===== src/rtl/irqv_pkg.sv =====
package irqv_pkg;
  localparam int NSRC   = 5;
  localparam int SRC_W  = 3;
  localparam int MASK_W = 3;

  localparam logic [SRC_W-1:0] SRC_NONE = 3'd0;
  localparam logic [SRC_W-1:0] SRC_NMI  = 3'd1;
  localparam logic [SRC_W-1:0] SRC_HI   = 3'd2;
  localparam logic [SRC_W-1:0] SRC_MID  = 3'd3;
  localparam logic [SRC_W-1:0] SRC_LO   = 3'd4;
  localparam logic [SRC_W-1:0] SRC_EXT  = 3'd5;

  // mask bit positions
  localparam int MB_HI  = 2;
  localparam int MB_MID = 1;
  localparam int MB_LO  = 0;
endpackage


===== src/rtl/irqv_edge_cap.sv =====
module irqv_edge_cap #(
  parameter bit NEED_LEVEL = 1'b0
) (
  input  logic clk,
  input  logic rst,
  input  logic din,
  input  logic clr,
  output logic pend
);
  logic prev_q;
  logic hold_q;

  always_ff @(posedge clk) begin
    if (rst) begin
      prev_q <= 1'b1;
      hold_q <= 1'b0;
    end else begin
      prev_q <= din;
      if (din && !prev_q)
        hold_q <= 1'b1;
      else if (clr)
        hold_q <= 1'b0;
    end
  end

  generate
    if (NEED_LEVEL) begin : g_qual
      assign pend = hold_q & din;
    end else begin : g_plain
      assign pend = hold_q;
    end
  endgenerate
endmodule


===== src/rtl/irqv_resolver.sv =====
module irqv_resolver
  import irqv_pkg::*;
#(
  parameter int               VEC_W   = 16,
  parameter logic [VEC_W-1:0] VEC_NMI = 16'h0024,
  parameter logic [VEC_W-1:0] VEC_HI  = 16'h003C,
  parameter logic [VEC_W-1:0] VEC_MID = 16'h0034,
  parameter logic [VEC_W-1:0] VEC_LO  = 16'h002C
) (
  input  logic [NSRC-1:0]  req,
  input  logic [VEC_W-1:0] ext_vec,
  output logic             any,
  output logic [SRC_W-1:0] src,
  output logic [VEC_W-1:0] vec
);
  localparam logic [VEC_W-1:0] FIXED [NSRC-1] = '{VEC_NMI, VEC_HI, VEC_MID, VEC_LO};

  always_comb begin
    any = |req;
    src = SRC_NONE;
    vec = '0;
    for (int i = NSRC - 1; i >= 0; i--) begin
      if (req[i]) begin
        src = SRC_W'(i + 1);
        vec = (i == NSRC - 1) ? ext_vec : FIXED[i];
      end
    end
  end
endmodule


===== src/rtl/irq_vector_unit.sv =====
module irq_vector_unit
  import irqv_pkg::*;
#(
  parameter int               VEC_W   = 16,
  parameter logic [VEC_W-1:0] VEC_NMI = 16'h0024,
  parameter logic [VEC_W-1:0] VEC_HI  = 16'h003C,
  parameter logic [VEC_W-1:0] VEC_MID = 16'h0034,
  parameter logic [VEC_W-1:0] VEC_LO  = 16'h002C
) (
  input  logic              clk,
  input  logic              rst,
  input  logic              nmi_in,
  input  logic              hi_edge_in,
  input  logic              mid_lvl_in,
  input  logic              lo_lvl_in,
  input  logic              ext_req_in,
  input  logic [VEC_W-1:0]  ext_vec_in,
  input  logic              mask_wr,
  input  logic [MASK_W-1:0] mask_data,
  input  logic              hi_edge_clr,
  input  logic              ie_set,
  input  logic              ie_clr,
  input  logic              ack_in,
  output logic              req_out,
  output logic [SRC_W-1:0]  src_out,
  output logic [VEC_W-1:0]  vec_out
);
  logic [MASK_W-1:0] mask_q;
  logic              ie_q;
  logic              ack_fire;
  logic              nmi_pend, hi_pend;
  logic [NSRC-1:0]   gated;
  logic              r_any;
  logic [SRC_W-1:0]  r_src;
  logic [VEC_W-1:0]  r_vec;

  assign ack_fire = ack_in & req_out;

  irqv_edge_cap #(.NEED_LEVEL(1'b1)) u_nmi_cap (
    .clk(clk), .rst(rst), .din(nmi_in),
    .clr(ack_fire && (src_out == SRC_NMI)), .pend(nmi_pend)
  );

  irqv_edge_cap #(.NEED_LEVEL(1'b0)) u_hi_cap (
    .clk(clk), .rst(rst), .din(hi_edge_in),
    .clr((ack_fire && (src_out == SRC_HI)) || hi_edge_clr), .pend(hi_pend)
  );

  always_ff @(posedge clk) begin
    if (rst) begin
      mask_q <= '1;
      ie_q   <= 1'b0;
    end else begin
      if (mask_wr)
        mask_q <= mask_data;
      if (ack_fire || ie_clr)
        ie_q <= 1'b0;
      else if (ie_set)
        ie_q <= 1'b1;
    end
  end

  always_comb begin
    gated    = '0;
    gated[0] = nmi_pend;
    gated[1] = hi_pend    & ie_q & ~mask_q[MB_HI];
    gated[2] = mid_lvl_in & ie_q & ~mask_q[MB_MID];
    gated[3] = lo_lvl_in  & ie_q & ~mask_q[MB_LO];
    gated[4] = ext_req_in & ie_q;
  end

  irqv_resolver #(
    .VEC_W(VEC_W), .VEC_NMI(VEC_NMI), .VEC_HI(VEC_HI),
    .VEC_MID(VEC_MID), .VEC_LO(VEC_LO)
  ) u_res (
    .req(gated), .ext_vec(ext_vec_in),
    .any(r_any), .src(r_src), .vec(r_vec)
  );

  always_ff @(posedge clk) begin
    if (rst || ack_fire) begin
      req_out <= 1'b0;
      src_out <= SRC_NONE;
      vec_out <= '0;
    end else begin
      req_out <= r_any;
      src_out <= r_src;
      vec_out <= r_vec;
    end
  end
endmodule


===== config.mk =====
export PLATFORM = sky130hd
export DESIGN_NAME = irq_vector_unit
export DESIGN_NICKNAME = d
export VERILOG_FILES = /design/src/rtl/irqv_pkg.sv /design/src/rtl/irqv_edge_cap.sv /design/src/rtl/irqv_resolver.sv /design/src/rtl/irq_vector_unit.sv
export SDC_FILE = /design/constraint.sdc
export NUM_CORES = 1
export LEC_CHECK = 0
export BUFFER_PORTS_ARGS = -buffer_cell sky130_fd_sc_hd__clkbuf_2
export CELL_PAD_IN_SITES_DETAIL_PLACEMENT = 1
export CELL_PAD_IN_SITES_GLOBAL_PLACEMENT = 2
export CORE_MARGIN = 4
export CORE_UTILIZATION = 25
export DETAILED_ROUTE_END_ITERATION = 6
export PLACE_DENSITY_LB_ADDON = 0.12
export SYNTH_ARGS = -nofsm -noshare
export SYNTH_HDL_FRONTEND = slang
export SYNTH_SLANG_ARGS = --single-unit

===== constraint.sdc =====
create_clock -name clk -period 1.4 [get_ports clk]
set_input_delay 0.21 -clock clk [delete_from_list [all_inputs] [get_ports clk]]
set_output_delay 0.21 -clock clk [all_outputs]
set_load 0.03 [all_outputs]

==> metrics.md, run 1 <==
| Metric | Value |
|---|---|
| Post-synthesis cell count | 108 |
| Max Cap Viol | 0 |
| Tcrit/Tclk final | 0.853 |
| Crit path buffers/inverters | 1 |
| CP startpoint kind | flop |
| Post-detail-place hpwl | 2.20 mm |
| Syn nets | approximately 140 |
| Commonest cells post-synth | dfxtp_1, nor2_1, nand3_1 |
| Largest net degree at the start of global routing | 20 |
| Synth-to-layout area growth | 29.6% |
| Layout cells sized above 1 | 0.401 |
| Main flop type after synthesis | dfxtp_1 |
| I/O Buffers | 50 |
| Reg clk slew, reported paths | 0.10 ns |
| Grt total ovfl | 0 |
| CP Capture Type | output port |
| Worst-Margin Slew | ~0.39 ns |
| Share of the synthesized area in the top cell type | 0.525 |
| Core Region | 4060 µm² |
| DRC errors left | 0 |
| Synth Area in Adders | 0 |
| CTS sink count | 28 |
| Flops & latches, synth | 28 |
| IO Count | 51 |
| Ant. Diodes | 0 |
| Initial Util | 0.263 |
| Via density | 4.51 |
| Power density over the cells | around 1100 nW/µm² |
| Post-CTS setup buffers | 0 |
| Die X | 73.4 µm |
| CP cell instances | clkbuf_2 |
| Synth Area in Simple Gates | 0.268 |
| Final Non-Filler Cells | 207 |
| Most numerous cell in the Yosys netlist | dfxtp_1 |
| Post-Place Worst Slack | 0.276 ns |
| Yosys top cell by area | dfxtp_1 |
| Slew margin rel. | 0.739 |
| Register area share after synthesis | 0.525 |
| Die Span Y | 73.4 µm |
| First-pass GRT wire length | approximately 4.4 mm |
| Crit path max-delay family | flip-flops |
| CTS max path bufs | 2 |
| Initial antenna violation count | 0 |
| WL/cell | 13.3 µm |
| Post-synth EDFFs | 0 |
| Slowest cell on crit path | dfxtp_1 |
| Tot Pwr | between 1.5 and 2 mW |
| RePlAce Congestion | 0.683 |
| DR vias | 933 |
| Routed wire length | 2.76 mm |
| Layout Skew | around 0.0039 ns |
| Main combinational cell family by area after synthesis | simple AND/OR/NAND/NOR gates |
| Leakage | 0.644 nW |
| CTS resizes | 0 |
| Status | finished clean |
| FFs w/ async S/R, synth | 0 |
| RSZ-0062 raised after global routing | false |
| Worst path required time | 1.19 ns |
| GRT Total Usage | 0.105 |
| VDD IR max | 374 µV |
| Count of pins over their slew limit | 0 |
| CTS tree | yes |
| Mux share of post-synthesis cell area | 0 |
| Synth top area cells | dfxtp_1, nand3_1, nor2_1, nor2b_1, a21oi_1 |
| Setup violators final | 0 |
| Number of cells after detailed placement | 203 |
| Die ar. | 5380 µm² |
| Setup ws final | approximately 0.2 ns |
| Post-route cell area | 1390 µm² |
| Post-Synthesis Mean Instance Area | 9.89 µm² |
| Cell Rows | 23 |
| Yosys cell types | 27 |
| Antenna Nets Post-Route | 0 |
| Drt pass-1 iters | 4 |
| Worst hold-check path type | primary input to flop |
| Post-DP Area | 1330 µm² |
| Final Hold Vio Count | 0 |
| Peak Freq | 0.837 GHz |
| Hold_buf cts | 0 |
| Final Critical Period | approximately 1.2 ns |
| Slowest stage delay, CP | approximately 0.46 ns |
| Number of H-tree levels | 1 |
| Root Driver | clkbuf_8 |
| Nets@finish | between 150 and 200 |
| Ys Warns | 0 |
| Worst EP arrival | 0.98 ns |
| Max FO, Critical Path | 5 |
| Vias in the first global route | 904 |
| 1st-iter DRT viols | 44 |
| Synth Cell Area | ~1100 µm² |
| Crit path kind | flop to output port |
| Synth Area in Compound Gates | 0.149 |
| XOR/XNOR share of the synthesized area | 0 |
| Number of buffers created by CTS | 3 |
| Worst skew pair latency | between 0.2 and 0.3 ns |
| Setup Total Neg Slack | 0 ns |
==> placed cells by master, fill, tap and decap left out <==
cell type,netlist,layout
a211o_1,3,3
a211oi_1,3,3
a21boi_4,1,1
a21o_1,2,2
a21oi_1,6,6
a21oi_4,1,1
and2_1,1,1
and2b_4,1,1
and3b_2,1,1
buf_4,0,1
clkbuf_2,1,50
clkbuf_8,1,4
dfxtp_1,28,28
inv_1,1,1
nand2_1,3,3
nand2b_1,3,3
nand3_1,13,13
nand4b_1,2,2
nand4b_4,1,1
nor2_1,15,15
nor2b_1,5,5
nor3_1,3,3
o21ai_0,6,6
or2_2,2,2
or2b_2,1,1
==> logic make-up after synthesis <==
group / count (synthesis)
flip-flops: 28
buffers and inverters: 7
AND/OR/NAND/NOR: 51
AO/OA/AOI/OAI: 22
==> routing by layer <==
| layer | GRT usage | vias up | routed length, µm |
|---|---|---|---|
| met3 | 0.0274 | 2 | 210 |
| met5 | 0 | - | 0 |
| met1 | 0.141 | 438 | 1240 |
| met4 | 0.0302 | 0 | 13 |
| li1 | - | 467 | - |
| met2 | 0.167 | 26 | 1300 |
==> registers in the layout, summed over array words and instances (netlist names) <==
name	cells
ie_q	1
u_nmi_cap.prev_q	1
mask_q	3
u_hi_cap.pend	1
src_out	3
u_nmi_cap.hold_q	1
req_out	1
u_hi_cap.prev_q	1
vec_out	16
==> through the flow <==
step	hold slack (ns)	utilization
after CTS	0.0785	0.341
after global placement	0.376	0.328
after detailed placement	0.379	0.328
final	0.0859	0.341
after floorplan	0.289	-
after global routing	0.0815	0.341
==> path summary, 6_finish.rpt <==
| path | start | end | slack (ns) | depth (start not counted) |
|---|---|---|---|---|
| max | req_out | req_out | 0.21 | 1 |
| min | ie_clr | ie_q | 0.09 | 2 |
| max reg2reg | ie_q | vec_out[5] | 0.24 | 3 |
| min reg2reg | u_nmi_cap.prev_q | u_nmi_cap.hold_q | 0.50 | 2 |
==> power by group <==
part	internal, mW	leakage, nW	switching, mW	total (mW)
registers	0.819	0.228	0.0136	0.833
logic	0.0794	0.387	0.0950	0.174
clock network	0.252	0.0288	0.249	0.501
==> layout make-up <==
class,instances,area (µm²)
Multi-Input combinational cell,73,445
Timing Repair Buffer,51,258
Inverter,1,3.75
Tap cell,50,62.6
Fill cell,484,2670
Sequential cell,28,561
Clock buffer,4,55.1
No activity file was read; power rests on OpenSTA's default activity.
==> inputs of run 2 (changes only) <==
Settings changed: CORE_UTILIZATION 25 to 26, SYNTH_HIERARCHICAL from default to 1.
==> metrics.md, run 2 <==
| Metric | Value |
|---|---|
| Final Hold Vio Count | 0 (unchanged) |
| DRC errors left | 0 (unchanged) |
| Max reg flops | 16 (unchanged) |
| Root Driver | clkbuf_8 |
| Worst EP arrival | 1.65 ns (+0.67 ns) |
| Slowest cell on crit path | or3_4 |
| Leakage | 0.812 nW (+26%) |
| GRT Total Usage | 0.110 (+0.00464) |
| Nets@finish | 202 (+6.9%) |
| Routed wire length | 2.91 mm (+5.3%) |
| Grt total ovfl | 0 (unchanged) |
| Initial antenna violation count | 0 (unchanged) |
| Power density over the cells | 944 nW/µm² (-13%) |
| Main flop type after synthesis | dfxtp_1 |
| CTS sink count | 28 (unchanged) |
| Final Non-Filler Cells | 220 (+6.3%) |
| CP cell instances | and3b_2 > or3_4 > or3_4 > and2_4 |
| RSZ-0062 raised after global routing | true |
| Syn nets | 141 (+1.4%) |
| Reg clk slew, reported paths | 0.09 ns (about the same) |
| Synth top area cells | dfxtp_1, and2_2, and3_1, nor2b_1, a211o_1 |
| Initial Util | 0.275 (+0.0118) |
| Number of H-tree levels | 1 (unchanged) |
| Area occupied by multi-input gates | 573 µm² (+29%) |
| Worst hold-check path type | primary input to flop |
| Largest Register | vec_out |
| Core Region | 4120 µm² (+1.4%) |
| Cell Rows | 23 (unchanged) |
| Worst-Margin Slew | 0.429 ns (+0.0372 ns) |
| FFs w/ async S/R, synth | 0 (unchanged) |
| Slew margin rel. | 0.713 (-0.0261) |
| VDD IR max | 457 µV (+22%) |
| Commonest non-fill, non-tap cells in the layout | clkbuf_2, dfxtp_1, and2_2, and3_1, buf_4 |
| Number of cells after detailed placement | 213 (+4.9%) |
| Die Span Y | 74.0 µm (+0.84%) |
| I/O Buffers | 50 (unchanged) |
| Number of buffers created by CTS | 3 (unchanged) |
| Fill cells | 494 (+2.1%) |
| Antenna Nets Post-Route | 0 (unchanged) |
| Commonest cells post-synth | dfxtp_1, and2_2, and3_1 |
| Largest regs | vec_out x16, mask_q x3, src_out x3 |
| Flops & latches, synth | 28 (unchanged) |
| 1st-iter DRT viols | 30 (-32%) |
| Setup violators final | 3 (+3) |
| Max Cap Viol | 0 (unchanged) |
| Post-Synthesis Mean Instance Area | 10.3 µm² (+4.0%) |
| Die ar. | 5480 µm² (+1.7%) |
| Synth-to-layout area growth | 41.2% |
| Post-detail-place hpwl | 2.29 mm (+4.3%) |
| Tcrit/Tclk final | 1.05 (+0.200) |
| Most frequent CP cell | or3_4 |
| Yosys top cell by area | dfxtp_1 |
| Hold_buf cts | 0 (unchanged) |
| Worst path required time | 1.58 ns (+0.39 ns) |
| Status | complete, but fails checks |
| IO Count | 51 (unchanged) |
| Share of the synthesized area in the top cell type | 0.495 (-0.0296) |
| DR vias | 968 (+3.8%) |
| Max FO, Critical Path | 5 (unchanged) |
| Post-synthesis cell count | 110 (+1.9%) |
| Die X | 74.0 µm (+0.84%) |
| Peak Freq | 0.678 GHz (-19%) |
| Register area share after synthesis | 0.495 (-0.0296) |
| RePlAce Congestion | 0.807 (+18%) |
| CTS tree | yes |
| Layout Skew | 0.00352 ns (-0.000396 ns) |
| Crit path kind | flop to flop |
| Register area | 564 µm² (+0.67%) |
| Count of pins over their slew limit | 0 (unchanged) |
| Yosys cell types | 28 (+3.7%) |
| Synth Cell Area | 1130 µm² (+6.0%) |
| Layout cells sized above 1 | 0.600 (+0.199) |
| CP startpoint kind | flop |
| Most numerous cell in the Yosys netlist | dfxtp_1 |
| Worst skew pair latency | 0.27 ns (about the same) |
| WL/cell | 13.2 µm (-0.90%) |
| Drt pass-1 iters | 3 (-1) |
| Most common cell after layout, fill and taps aside | clkbuf_2 |
| Ys Warns | 6 (+6) |
| Ant. Diodes | 0 (unchanged) |
| First-pass GRT wire length | 4.63 mm (+6.2%) |
| Via density | 4.40 (-2.4%) |
| CTS max path bufs | 2 (unchanged) |
| CP Capture Type | flop |
| Worst hold slack | 0.0944 ns (+0.00850 ns) |
| Post-synth EDFFs | 0 (unchanged) |
| Slowest stage delay, CP | 0.37 ns (-0.09 ns) |
| Vias in the first global route | 1,013 (+12%) |
| Setup ws final | -0.0741 ns (-0.280 ns) |
| Largest net degree at the start of global routing | 22 (+10%) |
| Violated checks | setup timing |
| Final Critical Period | 1.47 ns (+0.280 ns) |
## run 2: changes by cell type after synthesis, moves of 3 or more
cell / change
nand3_1: -13
and3_1: +12
a21oi_2: +3
nor2_1: -10
and2_2: +20
o21ai_0: -6
and3b_1: +3
a21oi_1: -4
## run 2: through the flow
| stage | power [mW] | util | setup slack (ns) | instance area (µm²) | setup TNS [ns] |
|---|---|---|---|---|---|
| 5_1_grt | 1.59 | 0.389 | -0.112 | 1600 | -0.744 |
| 4_1_cts | 1.54 | 0.379 | -0.0739 | 1560 | -0.293 |
| 3_5_place_dp | 1.02 | 0.358 | -0.0917 | 1480 | -1.02 |
| 2_1_floorplan | 0.947 | - | -0.0622 | 1140 | -0.0918 |
| 3_3_place_gp | 1.02 | 0.358 | -0.0584 | 1480 | -0.274 |
| 6_report | 1.51 | 0.389 | -0.0741 | 1600 | -0.109 |
## run 2: worst max-delay path: cells and delay by family, from the launching register on
kind / cells / cell delay (ns)
and+or+nand+nor: 4 / 1.03
DFF: 1 / 0.34
## run 2: logic make-up after synthesis
family          after synthesis  synth area share
compound gates               12            0.0873
simple gates                 64             0.385
flops                        28             0.495
buf+inv                       6            0.0332
## run 2: path summary, 6_finish.rpt
kind,start,endpoint,slack (ns),cells past startpoint
setup / recovery,ie_q,req_out,-0.07,4
hold reg to reg,u_hi_cap/pend,u_hi_cap/pend,0.49,2
setup reg to reg,ie_q,req_out,-0.07,4
hold / removal,ie_clr,ie_q,0.09,2
## run 2: per-layer routing
metal	part of all wire	global-route usage	vias to the layer above
met5	0	0	-
met4	0.0089	0.0362	0
met3	0.061	0.0284	2
met2	0.47	0.183	25
met1	0.46	0.139	446
li1	-	-	495
## run 2: layout make-up
| class | count | area share |
|---|---|---|
| repair buffers | 60 | 0.210 |
| well taps | 50 | 0.0391 |
| multi-input cells | 76 | 0.358 |
| flip-flops and latches | 28 | 0.353 |
| inverters | 2 | 0.00469 |
| clock buffers | 4 | 0.0344 |
## run 2: timing repair
item | in CTS | in global routing
gates cloned | 1 | 0
buffers inserted | 0 | 2
pin swaps | 2 | 5
endpoints found under the setup margin | 15 | 15
resized for setup | 7 | 8
## run 2: power breakdown
| part | switching [mW] | internal, mW |
|---|---|---|
| sequential | 0.0111 | 0.821 |
| clock | 0.241 | 0.251 |
| combinational | 0.0883 | 0.0963 |
